$ cat config.mk
export PLATFORM = sky130hd
export DESIGN_NAME = dual_master_req_arb
export DESIGN_NICKNAME = d
export VERILOG_FILES = /design/src/rtl/dual_master_req_arb.sv
export SDC_FILE = /design/constraint.sdc
export NUM_CORES = 1
export LEC_CHECK = 0
export BUFFER_PORTS_ARGS = -buffer_cell sky130_fd_sc_hd__buf_2
export CAP_MARGIN = 10
export CELL_PAD_IN_SITES_DETAIL_PLACEMENT = 2
export CELL_PAD_IN_SITES_GLOBAL_PLACEMENT = 2
export CORE_AREA = 2 2 39 41
export CTS_CLUSTER_SIZE = 25
export DETAILED_ROUTE_END_ITERATION = 16
export DIE_AREA = 0 0 41 43
export PLACE_DENSITY_LB_ADDON = 0.08
export SLEW_MARGIN = 10
export SYNTH_ARGS = -nofsm -noshare
export SYNTH_HDL_FRONTEND = slang
export SYNTH_SLANG_ARGS = --single-unit
$ cat constraint.sdc
create_clock -name clk -period 2.2 [get_ports clk]
set_input_delay 0.66 -clock clk [delete_from_list [all_inputs] [get_ports clk]]
set_output_delay 0.66 -clock clk [all_outputs]
set_load 0.1 [all_outputs]
$ cat src/rtl/dual_master_req_arb.sv
module dual_master_req_arb (
  input  logic clk,
  input  logic rst_n,
  input  logic compat_en,
  input  logic vid_req,
  input  logic aud_req,
  input  logic pci_gnt_n,
  input  logic pci_frame_n,
  input  logic pci_irdy_n,
  output logic pci_req_n,
  output logic vid_gnt,
  output logic aud_gnt
);

  logic lock_v, lock_aud;
  logic own_v, own_aud;
  logic gnt_q, sel_q;

  logic gnt, bus_idle, own_pend, own_live, sel_aud, locking, lock_drop;

  assign gnt      = ~pci_gnt_n;
  assign bus_idle = pci_frame_n & pci_irdy_n;
  assign own_pend = ~own_v & gnt_q & ~pci_frame_n;
  assign own_live = own_v & ~bus_idle;

  assign sel_aud = own_live ? own_aud :
                   own_pend ? sel_q   :
                   lock_v   ? lock_aud : aud_req;

  assign locking = compat_en & (lock_v | gnt);

  assign pci_req_n = ~(locking ? (sel_aud ? aud_req : vid_req) : (aud_req | vid_req));
  assign vid_gnt   = gnt & ~sel_aud;
  assign aud_gnt   = gnt &  sel_aud;

  assign lock_drop = ~compat_en | (own_v ? bus_idle : (pci_frame_n & ~gnt));

  always_ff @(posedge clk) begin
    if (!rst_n) begin
      gnt_q <= 1'b0;
      sel_q <= 1'b0;
    end else begin
      gnt_q <= gnt;
      sel_q <= sel_aud;
    end
  end

  always_ff @(posedge clk) begin
    if (!rst_n) begin
      own_v   <= 1'b0;
      own_aud <= 1'b0;
    end else if (own_v && bus_idle) begin
      own_v   <= 1'b0;
    end else if (own_pend) begin
      own_v   <= 1'b1;
      own_aud <= sel_q;
    end
  end

  always_ff @(posedge clk) begin
    if (!rst_n) begin
      lock_v   <= 1'b0;
      lock_aud <= 1'b0;
    end else if (lock_v && lock_drop) begin
      lock_v   <= 1'b0;
    end else if (compat_en && gnt && !lock_v) begin
      lock_v   <= 1'b1;
      lock_aud <= sel_aud;
    end
  end

endmodule

Word-level counts from Yosys, hierarchy flattened
Cells that the tools add are included.
{"block": "word_totals", "out_inout_bits": 3, "word_cells": 42, "input_bits": 8, "regBits": 6}
{"block": "op_classes", "n_mux": 6, "bitwise_logic": 21, "reduce_logical": 9}
{"cell": "1-bit NOT", "n": 10}
{"cell": "1-bit AND", "n": 8}
{"cell": "1-bit 2-to-1 mux", "n": 6}
{"cell": "1-bit logical AND", "n": 4}
{"cell": "2-bit AND reduction", "n": 2}
{"cell": "2-bit OR reduction", "n": 2}
{"cell": "1-bit bitwise OR", "n": 3}
{"cell": "1-bit logical NOT", "n": 1}

Depth between registers and ports, before layout
{"block": "depth", "word_depth": 8, "mapped_depth": 4, "ltp_nobuf": 4}

Least setup slack after synthesis
OpenSTA, ideal clock, no wires.
{"block": "synth_path", "path_type": "input to output", "from": "input port pci_frame_n", "to": "output port aud_gnt", "slack_ns": -1.585, "n_path_buf": 0, "t_required_ns": 1.540, "arrival_time_ns": 3.125, "cell_stages": 3, "cell_sequence": "nand2b_4 > o221a_4 > nor3_1"}
{"block": "synth_between", "elab_chain_len": 5, "elab_cells_between_ends": 8, "classes_between": "2 x mux; 6 x bitwise"}
{"element": "start: declaration", "line": "8", "rtl": "input logic pci_frame_n,"}
{"element": "1-bit NOT / 1-bit AND (equally long branches)", "line": "23, 22"}
{"element": "1-bit AND / 1-bit NOT (equally long branches)", "line": "23, 24"}
{"element": "1-bit 2-to-1 mux / 1-bit AND (equally long branches)", "line": "27, 24"}
{"element": "1-bit 2-to-1 mux (*)", "line": "26", "rtl": "assign sel_aud = own_live ? own_aud :"}
{"element": "1-bit AND (*)", "line": "34", "rtl": "assign aud_gnt = gnt & sel_aud;"}
{"element": "end: declaration", "line": "12", "rtl": "output logic aud_gnt"}
Every way passes the cells marked *; elsewhere a longest branch is shown, timed or not.

Final worst setup path
{"block": "layout_path", "from": "input port pci_frame_n", "to": "output port pci_req_n"}
{"block": "layout_between", "elab_chain_len": 7, "elab_cells_between_ends": 10, "classes_between": "4 x mux; 6 x bitwise"}
{"element": "1-bit NOT / 1-bit AND (equally long branches)", "line": "23, 22"}
{"element": "1-bit AND / 1-bit NOT (equally long branches)", "line": "23, 24"}
{"element": "1-bit 2-to-1 mux / 1-bit AND (equally long branches)", "line": "27, 24"}
{"element": "1-bit 2-to-1 mux (*)", "line": "26"}
{"element": "1-bit 2-to-1 mux (*) (2 in series)", "line": "32", "rtl": "assign pci_req_n = ~(locking ? (sel_aud ? aud_req : vid_req) : (aud_req | vid_req));"}
{"element": "1-bit NOT (*)", "line": "32"}
{"element": "end: declaration", "line": "10", "rtl": "output logic pci_req_n,"}
Marks and branches as above.

==> implementation parameters <==
Parameter                              Value

Run status
  Outcome    complete, but fails checks
  Violated checks    setup timing

GRT
  Pin count of the biggest net entering global routing    6
  Grt ovf    0
  Initial antenna violation count    0
  GRT Util Overall    0.155
  Wire length of the first global-routing pass    ~1700 um
  Vias in the first global route    ~390

Routing
  Aggregate routed wire length    977 um
  ANT nets after route    0
  Remaining routing DRC violations    0
  Vias    330
  Routed via count divided by cell count    about 4.6
  Routed WL per cell    around 14 um
  Length of the first detailed-routing pass in iterations    1
  DRC marker count from the first detailed-route iteration    0

Synth
  Count of mapped cells out of synthesis    34
  Count of unique library cells instantiated by Yosys    19
  Synthesized area per cell    approximately 9.1 um^2
  Net Count, Synth    42
  Post-synth top area cell    sky130_fd_sc_hd__dfxtp_1
  Synth top area cells    sky130_fd_sc_hd__dfxtp_1 39%, sky130_fd_sc_hd__mux2i_1 6.5%, sky130_fd_sc_hd__o221a_4 6.5%
  Portion of synthesized cell area occupied by the leading cell type    0.389
  Synth Register Bits    6
  Warning count from the yosys run    0
  Post-Synthesis Cell Area    about 310 um^2
  Sequential area share after synthesis    0.389

Timing
  Clock skew after layout    5.93 ps
  Share of the clock period used by the worst path    1.11
  Actual slew at the worst max-slew pin    352 ps
  Slew headroom    0.765
  Maximum achievable frequency    just over 0.4 GHz
  Final Hold Fails    0
  Min Tclk post-route    roughly 2400 ps
  PnR worst setup slack    -236 ps
  Number of setup violations in the final report    3
  Worst hold margin    501 ps
  Max-slew violation count    0
  RSZ-0062 raised after global routing    yes

Clock network
  Clock root cell    sky130_fd_sc_hd__clkbuf_4
  Clock-pin slew of the registers on the worst-case setup and hold paths    approximately 40 ps
  CTS tree    done
  Buffer depth of the longest clock path    2
  Maximum level of the CTS H-tree    1
  Worst skew pair latency    roughly 250 ps
  Number of buffers added by the clock tree synthesis step    3
  Number of clock sinks    6

Floorplanning
  Y dimension of the die    43 um
  Floorplan die area    around 1800 um^2
  Starting density of the core    0.223
  Number of primary I/O pins    11
  Floorplan Core Area    1380 um^2
  Std-Cell Rows    14
  Width of the die    between 40 and 50 um

Critical path
  Critical Path Source Type    primary input
  CP Cell Sequence    buf_8 > nand2b_4 > o221a_4 > o31a_1 > o22ai_4 > buf_12
  Reg2Reg Setup Slack    around 850 ps
  Cell with the biggest individual delay on the critical path    sky130_fd_sc_hd__o221a_4
  Top fanout value on the critical path    4
  Arr. time, crit path    ~1800 ps
  Required time worst endpoint    around 1500 ps
  Startpoint-to-endpoint class of the critical path    in -> out
  Crit path largest cell delay    ~280 ps
  CP Buf/Inv Count    2
  Crit-path leading delay family    compound AO/OA/AOI/OAI gates
  Crit path capture type    primary output

Run
  Max-cap check violation count    0

Pwr
  Max rail drop VDD    approximately 0.21 mV
  Total power divided by cell area    ~600 nW/um^2
  Static Leakage    ~0.00023 uW
  Pwr Total    349 uW

Worst hold path
  Hold Path Class    reg -> reg

Place
  Count of port buffers added during placement    10
  GPL Wtd Cong    ~0.64
  Detailed-placement wirelength estimate    854 um

Layout
  # nets final    65
  Share of post-route cells with drive strength above 1    0.564
  Most common library cell in the layout ignoring fill and taps    sky130_fd_sc_hd__buf_4
  Area growth, synth to finish    84.6%
  Leading cell types in the layout, fill and taps excluded    8 x sky130_fd_sc_hd__buf_4, 6 x sky130_fd_sc_hd__dfxtp_1, 6 x sky130_fd_sc_hd__buf_2
  ANT cells    0
==> per-layer routing <==
metal  up-vias  track usage  share of wire
met5         -            0              0
met4         0        0.100          0.024
met3         2       0.0785          0.062
met2         9        0.231           0.54
met1       153        0.162           0.37
li1        166            -              -
==> final timing paths <==
| path | startpoint | end | depth (start not counted) |
|---|---|---|---|
| max | pci_frame_n | pci_req_n | 6 |
| min reg2reg | lock_aud$_SDFFE_PN0P_ | lock_aud$_SDFFE_PN0P_ | 2 |
| min | lock_aud$_SDFFE_PN0P_ | lock_aud$_SDFFE_PN0P_ | 2 |
| max reg2reg | own_v$_SDFFE_PP0P_ | lock_aud$_SDFFE_PN0P_ | 4 |
==> synth_stat cells, drive strengths merged <==
library cell and instances:
dfxtp 6, nor2 5, inv 3, mux2i 2
nand2 2, nor3 2, nor3b 2, o21ai 2
a211oi 1, a21bo 1, a21oi 1, nand2b 1
nand3 1, o221a 1, o22ai 1, o31a 1
o32ai 1, or2 1
==> sequential cells by signal, indices dropped and copies added, names as in the netlist <==
register,flops
gnt_q,1
lock_aud,1
lock_v,1
own_aud,1
own_v,1
sel_q,1
==> cell type report <==
type	count	area (um^2)
Multi-Input combinational cell	25	231
Timing Repair Buffer	18	165
Fill cell	150	813
Clock buffer	3	22.5
Sequential cell	6	120
Tap cell	16	20.0
Inverter	3	11.3
==> what timing repair did <==
action,in CTS,in global routing
endpoints found under the setup margin,3,3
hold endpoints to repair,0,0
resized for setup,5,0
hold buffers,0,0
pin swaps,4,1
buffers inserted,1,0
==> cells by family after synthesis <==
logic type / Yosys count / share of synthesized area
and+or+nand+nor: 14 / 0.263
AOI/OAI and AO/OA: 9 / 0.247
DFF: 6 / 0.389
buffers and inverters: 3 / 0.0364
muxes: 2 / 0.0648
==> per-stage QoR <==
stage | worst slack, ps | std cells | cell area (um^2) | util | setup TNS [ps]
after floorplan | -330 | 34 | 355 | - | -827
after global placement | -303 | 67 | 523 | 0.378 | -752
after detailed placement | -337 | 67 | 523 | 0.378 | -830
after CTS | -251 | 71 | 571 | 0.412 | -429
after global routing | -271 | 71 | 571 | 0.412 | -517
final | -236 | 71 | 571 | 0.412 | -380
==> worst reg2reg max path, cell delays in order (launching register included) <==
cell and delay (ps):
sky130_fd_sc_hd__dfxtp_1 420, sky130_fd_sc_hd__a21bo_2 290, sky130_fd_sc_hd__o221a_4 140, sky130_fd_sc_hd__buf_4 150, sky130_fd_sc_hd__o32ai_1 250
==> power by group <==
group	leakage (uW)	internal [uW]	switching [uW]
clock network	0.0000138	61.8	41.9
logic	0.000170	54.5	71.3
registers	0.0000492	115	5.22
total	0.000233	231	118
Power figures use the tool's default switching activity.
